--- config.mk ---
export PLATFORM = sky130hd
export DESIGN_NAME = flash_wr_guard
export DESIGN_NICKNAME = d
export VERILOG_FILES = /design/src/rtl/fwg_pkg.sv /design/src/rtl/fwg_strobe_qual.sv /design/src/rtl/fwg_sect_mask.sv /design/src/rtl/fwg_unlock_seq.sv /design/src/rtl/flash_wr_guard.sv
export SDC_FILE = /design/constraint.sdc
export NUM_CORES = 1
export LEC_CHECK = 0
export BUFFER_PORTS_ARGS = -buffer_cell sky130_fd_sc_hd__clkbuf_2
export CAP_MARGIN = 20
export CORE_MARGIN = 1
export CORE_UTILIZATION = 52
export DETAILED_ROUTE_END_ITERATION = 8
export PLACE_DENSITY = 0.8
export RECOVER_POWER = 50
export SKIP_LAST_GASP = 1
export SYNTH_ARGS = -nofsm -noshare
export SYNTH_HDL_FRONTEND = slang
export SYNTH_SLANG_ARGS = --single-unit
--- constraint.sdc ---
create_clock -name clk_i -period 2.9 [get_ports clk_i]
set_input_delay 0.58 -clock clk_i [delete_from_list [all_inputs] [get_ports clk_i]]
set_output_delay 0.58 -clock clk_i [all_outputs]
set_load 0.005 [all_outputs]
--- src/rtl/fwg_pkg.sv ---
package fwg_pkg;
  typedef enum logic [2:0] {
    ST_READ, ST_UNL1, ST_UNL2, ST_PROG, ST_ERASE
  } seq_st_e;

  localparam logic [11:0] UNL_ADDR_A = 12'h555;
  localparam logic [11:0] UNL_ADDR_B = 12'h2AA;
  localparam logic [7:0]  KEY_A      = 8'hAA;
  localparam logic [7:0]  KEY_B      = 8'h55;
  localparam logic [7:0]  OP_PROG    = 8'hA0;
  localparam logic [7:0]  OP_ERASE   = 8'h80;
  localparam logic [7:0]  OP_ERCONF  = 8'h30;
  localparam logic [7:0]  OP_RESET   = 8'hF0;
endpackage

--- src/rtl/fwg_strobe_qual.sv ---
module fwg_strobe_qual #(
  parameter int AW        = 16,
  parameter int DW        = 8,
  parameter int MIN_PULSE = 3
) (
  input  logic          clk_i,
  input  logic          rst_ni,
  input  logic          lock_i,
  input  logic          cs_ni,
  input  logic          oe_ni,
  input  logic          we_ni,
  input  logic [AW-1:0] addr_i,
  input  logic [DW-1:0] data_i,
  output logic          acc_o,
  output logic [AW-1:0] addr_o,
  output logic [DW-1:0] data_o
);
  localparam int CW = $clog2(MIN_PULSE + 1);

  logic [CW-1:0] run_q;
  logic          blocked_q;
  logic [AW-1:0] hold_addr_q;
  logic [DW-1:0] hold_data_q;
  logic          wr_cond, strobe_end, armed, acc_d;

  assign wr_cond    = !cs_ni && !we_ni && oe_ni && !lock_i;
  // cycle closed by WE/CS rising; OE low or lockout abandons it
  assign strobe_end = (cs_ni || we_ni) && oe_ni && !lock_i;
  assign armed      = run_q >= CW'(MIN_PULSE);
  assign acc_d      = strobe_end && armed;

  always_ff @(posedge clk_i or negedge rst_ni) begin
    if (!rst_ni) begin
      run_q       <= '0;
      blocked_q   <= 1'b1;
      hold_addr_q <= '0;
      hold_data_q <= '0;
      acc_o       <= 1'b0;
      addr_o      <= '0;
      data_o      <= '0;
    end else begin
      acc_o <= acc_d;
      if (acc_d) begin
        addr_o <= hold_addr_q;
        data_o <= hold_data_q;
      end
      if (wr_cond) begin
        hold_addr_q <= addr_i;
        hold_data_q <= data_i;
      end
      if (lock_i)        blocked_q <= 1'b1;
      else if (!wr_cond) blocked_q <= 1'b0;
      if (lock_i || blocked_q || !wr_cond) run_q <= '0;
      else if (!armed)                     run_q <= run_q + 1'b1;
    end
  end
endmodule

--- src/rtl/fwg_sect_mask.sv ---
module fwg_sect_mask #(
  parameter int AW         = 16,
  parameter int SECT_SHIFT = 12,
  localparam int NSEC      = 2 ** (AW - SECT_SHIFT)
) (
  input  logic [AW-1:0]   addr_i,
  input  logic [NSEC-1:0] protect_i,
  output logic            hit_o
);
  logic [AW-SECT_SHIFT-1:0] sect_idx;
  assign sect_idx = addr_i[AW-1:SECT_SHIFT];
  assign hit_o    = protect_i[sect_idx];
endmodule

--- src/rtl/fwg_unlock_seq.sv ---
module fwg_unlock_seq
  import fwg_pkg::*;
#(
  parameter int AW = 16,
  parameter int DW = 8
) (
  input  logic          clk_i,
  input  logic          rst_ni,
  input  logic          lock_i,
  input  logic          acc_i,
  input  logic [AW-1:0] addr_i,
  input  logic [DW-1:0] data_i,
  input  logic          prot_hit_i,
  output logic          req_vld_o,
  output logic          req_erase_o,
  output logic [AW-1:0] req_addr_o,
  output logic [DW-1:0] req_data_o,
  output logic          rd_mode_o,
  output logic          cmd_rst_o
);
  seq_st_e    st_q, st_d;
  logic       fire, fire_erase;
  logic [11:0] a12;
  logic [7:0]  d8;

  assign a12 = 12'(addr_i);
  assign d8  = 8'(data_i);

  always_comb begin
    st_d       = ST_READ;
    fire       = 1'b0;
    fire_erase = 1'b0;
    if (d8 != OP_RESET) begin
      unique case (st_q)
        ST_READ: if (a12 == UNL_ADDR_A && d8 == KEY_A) st_d = ST_UNL1;
        ST_UNL1: if (a12 == UNL_ADDR_B && d8 == KEY_B) st_d = ST_UNL2;
        ST_UNL2: begin
          if (a12 == UNL_ADDR_A && d8 == OP_PROG)  st_d = ST_PROG;
          if (a12 == UNL_ADDR_A && d8 == OP_ERASE) st_d = ST_ERASE;
        end
        ST_PROG:  fire = !prot_hit_i;
        ST_ERASE: begin
          fire       = (d8 == OP_ERCONF) && !prot_hit_i;
          fire_erase = 1'b1;
        end
        default: st_d = ST_READ;
      endcase
    end
  end

  always_ff @(posedge clk_i or negedge rst_ni) begin
    if (!rst_ni) begin
      st_q        <= ST_READ;
      req_vld_o   <= 1'b0;
      req_erase_o <= 1'b0;
      req_addr_o  <= '0;
      req_data_o  <= '0;
      cmd_rst_o   <= 1'b1;
    end else begin
      cmd_rst_o <= lock_i;
      req_vld_o <= 1'b0;
      if (lock_i) begin
        st_q <= ST_READ;
      end else if (acc_i) begin
        st_q      <= st_d;
        req_vld_o <= fire;
        if (fire) begin
          req_erase_o <= fire_erase;
          req_addr_o  <= addr_i;
          req_data_o  <= data_i;
        end
      end
    end
  end

  assign rd_mode_o = (st_q == ST_READ);
endmodule

--- src/rtl/flash_wr_guard.sv ---
module flash_wr_guard #(
  parameter int AW         = 16,
  parameter int DW         = 8,
  parameter int MIN_PULSE  = 3,
  parameter int SECT_SHIFT = 12,
  localparam int NSEC      = 2 ** (AW - SECT_SHIFT)
) (
  input  logic            clk_i,
  input  logic            rst_ni,
  input  logic            lockout_i,
  input  logic            cs_ni,
  input  logic            oe_ni,
  input  logic            we_ni,
  input  logic [AW-1:0]   addr_i,
  input  logic [DW-1:0]   data_i,
  input  logic [NSEC-1:0] protect_i,
  output logic            wr_acc_o,
  output logic [AW-1:0]   wr_addr_o,
  output logic [DW-1:0]   wr_data_o,
  output logic            req_vld_o,
  output logic            req_erase_o,
  output logic [AW-1:0]   req_addr_o,
  output logic [DW-1:0]   req_data_o,
  output logic            rd_mode_o,
  output logic            cmd_rst_o
);
  logic prot_hit;

  fwg_strobe_qual #(.AW(AW), .DW(DW), .MIN_PULSE(MIN_PULSE)) u_qual (
    .clk_i, .rst_ni, .lock_i(lockout_i), .cs_ni, .oe_ni, .we_ni,
    .addr_i, .data_i, .acc_o(wr_acc_o), .addr_o(wr_addr_o), .data_o(wr_data_o)
  );

  fwg_sect_mask #(.AW(AW), .SECT_SHIFT(SECT_SHIFT)) u_mask (
    .addr_i(wr_addr_o), .protect_i, .hit_o(prot_hit)
  );

  fwg_unlock_seq #(.AW(AW), .DW(DW)) u_seq (
    .clk_i, .rst_ni, .lock_i(lockout_i), .acc_i(wr_acc_o),
    .addr_i(wr_addr_o), .data_i(wr_data_o), .prot_hit_i(prot_hit),
    .req_vld_o, .req_erase_o, .req_addr_o, .req_data_o, .rd_mode_o, .cmd_rst_o
  );
endmodule

# Word-level counts from Yosys, hierarchy flattened
# Index checks and enable logic that the tools add are counted.
# classes
n_addsub	1
magnitude_cmp	2
n_eq_ne	14
mux	20
bitwise_logic	1
n_reduce_logical	22
# ops
cell	count
== test 8 bit (second input constant)	3
== test 12 x 10 -> 1 bit (second input constant)	1
== test 12 x 11 -> 1 bit (second input constant)	1
2-to-1 mux 3 bit	4
logical AND 1 bit	11
2-to-1 mux 1 bit	9
one-hot mux 3 bit (3 select lines)	1
== test 8 x 6 -> 1 bit (second input constant)	1
== test 8 x 7 -> 1 bit (second input constant)	1
2-to-1 mux 2 bit	4
!= test 8 bit (second input constant)	1
== test 3 x 2 -> 1 bit (second input constant)	2
zero test 1 bit	5
< comparator 4 x 5 -> 1 bit (second input constant)	1
binary-select mux 1 bit (select 4 bit)	1
!= test 2 bit (second input constant)	2
== test 3 x 1 -> 1 bit (second input constant)	1
== test 3 bit (second input constant)	1
zero test 3 bit	1
logical OR 1 bit	3
AND reduction 3 bit	1
adder 2 x 1 -> 2 bit (second input constant)	1
greater-or-equal comparator 2 bit (second input constant)	1
one-hot mux 1 bit (2 select lines)	1
2 further kinds	2
# totals
reg_bits	82
input_bits	46
word_cells	73

# Longest topological paths before layout
# Gate-level depths: netlist of the first run.
# logic_depth
word_depth	8
mapped_depth	7
mapped_depth_nobuf	5

# Hierarchy
# From an unflattened synthesis of the first run, not the netlist that was laid out.
# hier_totals
cells_unflattened	221
hier_area_um2	3562.2
# modules_own_cells
module	n_inst	cells_each	area_per_inst_um2	seq_area_each_um2
fwg_strobe_qual	1	114	1981.9	1302.5
fwg_unlock_seq	1	100	1445.1	752.0
fwg_sect_mask	1	7	135.1	0.0

# Least setup slack after synthesis of the first run
# OpenSTA, ideal clock, no wires.
# synth_timing
kind	input-to-reg
from	input protect_i[15]
to	register u_seq.req_addr_o[10]
setup_ps	125
t_arrival_ps	2143
t_required_ps	2775
slack_ps	632
path_stages	6
cell_sequence	mux4_2 > and3_4 > nor4_4 > o21ai_2 > buf_6 > mux2_4
# synth_via
elab_chain_cells	7
# synth_rtl
element	line_no	rtl
start: declaration	flash_wr_guard.sv:16	input logic [NSEC-1:0] protect_i,
binary-select mux 1 bit (select 4 bit) (*)	fwg_sect_mask.sv:12	assign hit_o = protect_i[sect_idx];
2-to-1 mux 1 bit (implied by the code) (*)	fwg_sect_mask.sv:12	
zero test 1 bit (*)	fwg_unlock_seq.sv:41, fwg_unlock_seq.sv:43	
logical AND 1 bit	fwg_unlock_seq.sv:43	fire = (d8 == OP_ERCONF) && !prot_hit_i;
one-hot mux 1 bit (2 select lines) (*)	fwg_unlock_seq.sv:34	unique case (st_q)
2-to-1 mux 1 bit (*)	fwg_unlock_seq.sv:33	if (d8 != OP_RESET) begin
AND reduction 3 bit (no line) (*)	-	
end signal: assignment	fwg_unlock_seq.sv:69	req_addr_o <= addr_i;
end: declaration	fwg_unlock_seq.sv:16	output logic [AW-1:0] req_addr_o,
# Every way passes the cells marked *; elsewhere a longest branch is shown, timed or not. The select of a mux whose other input is x is not followed.
# A chain may end at the register's enable or synchronous reset.

# Worst setup path after layout of the first run
# layout_timing
from	input lockout_i
to	register u_qual.hold_data_q[1]
# layout_via
elab_chain_cells	2
# layout_rtl
element	line_no	rtl
start: declaration	flash_wr_guard.sv:10	input logic lockout_i,
zero test 1 bit	fwg_strobe_qual.sv:26	assign wr_cond = !cs_ni && !we_ni && oe_ni && !lock_i;
logical AND 1 bit	fwg_strobe_qual.sv:26	
end signal: assignment	fwg_strobe_qual.sv:49	hold_data_q <= data_i;
end: declaration	fwg_strobe_qual.sv:23	logic [DW-1:0] hold_data_q;
# No other way between the ends.

==> flow_summary.yaml, run 1 <==
sta:
  tightestPinTransition_ns: 1.941
  min_period_ns: 2.516
  fmax_mhz: 397.4
  grt_setup_unrepaired: "no"
  hold_slack_ns: 0.4650
  hold_viol: 0
  finClkSkew_ns: 0.009331
  fin_crit_sh_pct: 86.76
  setup_viol: 0
  slew_violations: 36
  tns_ns: 0
  slew_headroom_pct: -29.42
logic_synthesis:
  yosysWarnings: 0
  ys.flop_type: "dfrtp_1"
  synthCells: 238
  synth_most_common_cell: "dfrtp_1"
  synth_area_per_cell_um2: 14.84
  syn_nets: 285
  synth_cell_types: 44
  syn_area_um2: 3532
  async_flop_share_pct: 100.0
  synth_top_area_share_pct: 56.68
  synth_top_cells_by_count: "80 x dfrtp_1, 50 x mux2_2, 18 x mux2_4"
  synth.area.top_cells: "dfrtp_1 57%, mux2_2 16%, mux2_4 7.7%"
  yosysSeqAreaShare_pct: 58.17
  yosysTopAreaCell: "dfrtp_1"
  synth-edff-count: 0
  ys_seq_elements: 82
clock_network:
  clkTransAtPathRegs_ns: 0.08
  cts-root-buf: "clkbuf_8"
  cts_tree: "done"
  htree_levels: 3
  post_cts_buffers: 0
  hold_buffers: 0
  post_cts_resize_count: 0
  cts_max_path_buffers: 2
  clk_latency_ns: 0.34
  clock_sinks: 82
  cts_made_buffers: 9
grt:
  grt_pass1_wl_mm: 12.34
  grt_max_degree: 83
  grtUsageTotal_pct: 22.61
  overflow: 0
  grt_pass1_vias: 2451
  grt_antenna_before_repair: 0
layout:
  area_growth_pct: 23.20
  n_antenna_cell: 0
  nNetsFinal: 392
  final_util_pct: 67.38
  layout-drive-gt1-share_pct: 52.15
worst_setup_path:
  path_max_fanout: 27
  critical_path_arrival_ns: 2.73
  cp-startpoint: "lockout_i"
  cp.required_ns: 3.12
  cp-start-kind: "input pin"
  r2r_start: "u_qual.data_o[1]$_DFFE_PN0P_"
  crit_path_end_kind: "flop"
  critical_path_class: "in2reg"
floorplan:
  core_area_um2: 6459
  die_area_um2: 7126
  dieWidth_um: 84.42
  fp-row-count: 29
  chipHeight_um: 84.42
  initial_core_util_pct: 54.69
  top_level_ports: 99
pwr:
  p_per_area_nw_per_um2: 522.3
  vdd_drop_max_mv: 0.3240
  leakage_uw: 0.002198
route:
  drt_iter0_drc: 224
  ant_nets: 0
  first_pass_iters: 7
  wirelength_mm: 7.448
  vias: 2393
  viasPerCell: 5.617
  drc: 9
  routedWlPerCell_um: 17.48
min_path:
  min_path_type: "in2reg"
  min_from: "data_i[5]"
placement:
  finalWeightedCongestion: 0.8223
  dp_hpwl_mm: 5.217
  port_buffers: 98
status:
  status: "finished, violations left"
  violations: "design-rule violations, max-capacitance violations, max-slew violations"
flow_run:
  cap_violations: 1
through the flow:
step	power, uW	instances	instance area, um2	setup WS, ns
6_report	2273	426	4352	0.3839
3_3_place_gp	1412	410	4150	0.3740
5_1_grt	2368	426	4352	0.2143
3_5_place_dp	1426	410	4150	0.3107
4_1_cts	2289	425	4358	0.4381
2_1_floorplan	1343	238	3532	0.6319
cells in the final DEF (no fill, tap or decap), types with 2 or more instances in the layout:
cell	instances
clkbuf_8	9
nor2_1	7
mux2_2	50
nor3b_1	4
clkinvlp_4	2
buf_4	5
mux2_1	3
o21ai_0	3
dfstp_2	2
nor4b_1	5
a21o_1	2
nor4_1	2
nand3b_1	4
dfrtp_1	80
inv_1	2
clkbuf_1	16
clkbuf_2	85
mux2_4	18
mux2i_1	7
nand4_1	3
nand3_1	4
bufinv_16	2
nand2_1	8
routing by layer:
layer	wire length (um)	vias up	track usage (%)
li1	-	1090	-
met1	3191	1191	29.68
met2	3642	97	37.11
met3	490	15	5.211
met4	123	0	8.475
met5	0	-	0
logic make-up after synthesis:
| family | Yosys count | synth area share [%] |
|---|---|---|
| multiplexers | 79 | 27.17 |
| flip-flops | 82 | 58.17 |
| AO/OA/AOI/OAI | 14 | 2.976 |
| adder cells (fa/ha/maj) | 1 | 0.3542 |
| XOR/XNOR | 1 | 0.2480 |
| AND/OR/NAND/NOR | 49 | 9.317 |
| buffers and inverters | 12 | 1.771 |
sequential cells by signal (all words and copies together), names as in the netlist:
signal and cells:
u_qual.addr_o 16, u_qual.hold_addr_q 16, u_seq.req_addr_o 16, u_qual.data_o 8, u_qual.hold_data_q 8, u_seq.req_data_o 8
u_seq.st_q 3, u_qual.run_q 2, u_qual.acc_o 1, u_qual.blocked_q 1, u_seq.cmd_rst_o 1, u_seq.req_erase_o 1
u_seq.req_vld_o 1
area by class of cell:
type,count,area [um2]
clock buffer,10,127.6
clock inverter,5,80.08
fill,496,2107
inverter,2,7.507
multi-input combinational,144,1446
sequential,82,2054
tap,77,96.34
timing repair buffer,106,539.3
critical path, stage by stage:
cell and delay [ns]:
clkbuf_2 0.09, clkbuf_1 0.20, nor4b_4 0.31, clkbuf_1 1.10, mux2_2 0.44
report_power, final:
group | internal [uW] | leakage (uW) | switching, uW
clock network | 479 | 0.0000984 | 391
logic | 87.4 | 0.00101 | 59.2
registers | 1220 | 0.00109 | 37.0
total | 1790 | 0.00220 | 487
path summary, 6_finish.rpt:
| kind | slack [ns] | end | cells after the start |
|---|---|---|---|
| setup / recovery | 0.38 | u_qual.hold_data_q[1]$_DFFE_PN0P_ | 5 |
| hold / removal | 0.47 | u_qual.hold_data_q[5]$_DFFE_PN0P_ | 2 |
| setup reg to reg | 0.43 | u_seq.req_addr_o[7]$_DFFE_PN0P_ | 5 |
| hold reg to reg | 0.50 | u_qual.data_o[5]$_DFFE_PN0P_ | 2 |
| max in group asynchronous | 1.01 | u_seq.st_q[1]$_DFFE_PN0P_ | 1 |
| min in group asynchronous | 0.77 | u_qual.hold_data_q[7]$_DFFE_PN0P_ | 1 |
Note: power is estimated with default switching activity, not from simulation.
==> run 2, diff against run 1 <==
--- a/config.mk
+++ b/config.mk
@@ -7,10 +7,13 @@
 export LEC_CHECK = 0
 export BUFFER_PORTS_ARGS = -buffer_cell sky130_fd_sc_hd__clkbuf_2
 export CAP_MARGIN = 20
+export CELL_PAD_IN_SITES_DETAIL_PLACEMENT = 1
+export CELL_PAD_IN_SITES_GLOBAL_PLACEMENT = 1
 export CORE_MARGIN = 1
-export CORE_UTILIZATION = 52
+export CORE_UTILIZATION = 42
+export CTS_BUF_LIST = sky130_fd_sc_hd__clkbuf_4 sky130_fd_sc_hd__clkbuf_8 sky130_fd_sc_hd__clkbuf_16
 export DETAILED_ROUTE_END_ITERATION = 8
-export PLACE_DENSITY = 0.8
+export PLACE_DENSITY_LB_ADDON = 0.1
 export RECOVER_POWER = 50
 export SKIP_LAST_GASP = 1
 export SYNTH_ARGS = -nofsm -noshare
==> flow_summary.yaml, run 2 (synthesis results as in run 1) <==
status:
  status: "finished, violations left"
  violations: "max-capacitance violations, max-slew violations"
clock_network:
  cts_max_path_buffers: 2
  clkTransAtPathRegs_ns: 0.09
  cts_tree: "done"
  clk_latency_ns: 0.36
  post_cts_buffers: 0
  clock_sinks: 82
  hold_buffers: 0
  htree_levels: 3
  post_cts_resize_count: 0
  cts-root-buf: "clkbuf_8"
  cts_made_buffers: 9
worst_setup_path:
  cp.required_ns: 3.14
  critical_path_arrival_ns: 2.76
  path_max_fanout: 16
  crit_path_end_kind: "flop"
  critical_path_class: "reg2reg"
  cp-start-kind: "flop"
route:
  top_layer: "met4"
  ant_nets: 0
  route.layer.met1.wl_mm: 3.611
  routed-wl-met2_mm: 4.088
  first_pass_iters: 4
  viasPerCell: 5.287
  drc: 0
  routedWlPerCell_um: 18.17
  route.met3.wl_um: 412
  vias: 2411
  drt_iter0_drc: 119
  wirelength_mm: 8.285
floorplan:
  top_level_ports: 99
  initial_core_util_pct: 43.20
  chipHeight_um: 93.71
  dieWidth_um: 93.71
  fp-row-count: 33
  core_area_um2: 8175
  die_area_um2: 8781
layout:
  area_growth_pct: 25.22
  layout-drive-gt1-share_pct: 52.14
  nNetsFinal: 393
  n_antenna_cell: 0
  final_common_cell: "clkbuf_2"
  largestRegisters: "u_qual.addr_o x16, u_qual.hold_addr_q x16, u_seq.req_addr_o x16"
  final_cell_mix: "83 x clkbuf_2, 80 x dfrtp_1, 50 x mux2_2, 18 x mux2_4, 17 x clkbuf_1"
flow_run:
  cap_violations: 1
placement:
  finalWeightedCongestion: 0.8023
  port_buffers: 98
  dp_slack_ns: 0.3062
  dp_hpwl_mm: 5.720
grt:
  grt_max_degree: 45
  grt_pass1_vias: 2545
  grt_antenna_before_repair: 0
  overflow: 0
  grt_pass1_wl_mm: 13.32
  grtUsageTotal_pct: 20.45
sta:
  fmax_mhz: 395.9
  worst_slack_ns: 0.3741
  slew_violations: 39
  min_period_ns: 2.526
  tns_ns: 0
  hold_viol: 0
  grt_setup_unrepaired: "no"
  setup_viol: 0
  finClkSkew_ns: 0.01210
  fin_crit_sh_pct: 87.10
  tightestPinTransition_ns: 2.221
  slew_headroom_pct: -48.04
pwr:
  p_per_area_nw_per_um2: 523.4
  vdd_drop_max_mv: 0.2591
  leakage_uw: 0.002213
min_path:
  min_path_type: "in2reg"
## run 2: cell types whose count changed in the layout (fill, tap and decap cells not counted), sizes merged
cell / before / now
clkbuf: 110 / 111
buf: 6 / 7
## run 2: area by class of cell
type / count / area (um2)
Inverter: 2 / 7.507
Tap cell: 105 / 131.4
Clock buffer: 11 / 138.9
Sequential cell: 82 / 2054
Multi-Input combinational cell: 144 / 1446
Timing Repair Buffer: 107 / 564.3
Fill cell: 870 / 3752
Clock inverter: 5 / 80.08
## run 2: worst paths after layout
check                                                start                           endpoint  slack [ns]  cells past startpoint
hold reg to reg            u_seq.req_addr_o[7]$_DFFE_PN0P_    u_seq.req_addr_o[7]$_DFFE_PN0P_        0.50                      1
setup / recovery             u_qual.addr_o[12]$_DFFE_PN0P_    u_seq.req_data_o[6]$_DFFE_PN0P_        0.37                      6
hold / removal                                   addr_i[3]  u_qual.hold_addr_q[3]$_DFFE_PN0P_        0.45                      2
setup reg to reg             u_qual.addr_o[12]$_DFFE_PN0P_    u_seq.req_data_o[6]$_DFFE_PN0P_        0.37                      6
max in group asynchronous                           rst_ni  u_qual.hold_addr_q[0]$_DFFE_PN0P_        0.76                      1
min in group asynchronous                           rst_ni      u_qual.addr_o[14]$_DFFE_PN0P_        0.87                      1
## run 2: worst max-delay path: stages (launching register included)
cell	delay [ns]
dfrtp_1	0.54
mux4_2	0.56
and3_4	0.21
nor4_4	0.33
o21ai_4	0.24
buf_16	0.23
mux2_4	0.30
## run 2: power by group
| part | internal, uW | leakage (uW) | total (uW) | switching (uW) |
|---|---|---|---|---|
| sequential | 1220 | 0.00109 | 1260 | 38.1 |
| clock | 503 | 0.000106 | 911 | 408 |
| combinational | 87.3 | 0.00102 | 147 | 60.0 |
## run 2: per-layer routing
metal  track usage [%]  vias up
li1                  -     1090
met1             25.07     1230
met5                 0        -
met4             8.846        0
met3             3.722       15
met2             35.16       76
## run 2: metrics by stage
stage | cells | instance area [um2] | power (uW) | util [%] | hold slack [ns]
final | 456 | 4423 | 2315 | 54.10 | 0.4481
after detailed placement | 439 | 4205 | 1433 | 51.44 | 0.4831
after global placement | 439 | 4205 | 1420 | 51.44 | 0.4611
after floorplan | 238 | 3532 | 1343 | - | 0.2844
after CTS | 455 | 4424 | 2348 | 54.12 | 0.2061
after global routing | 456 | 4423 | 2403 | 54.10 | 0.4502
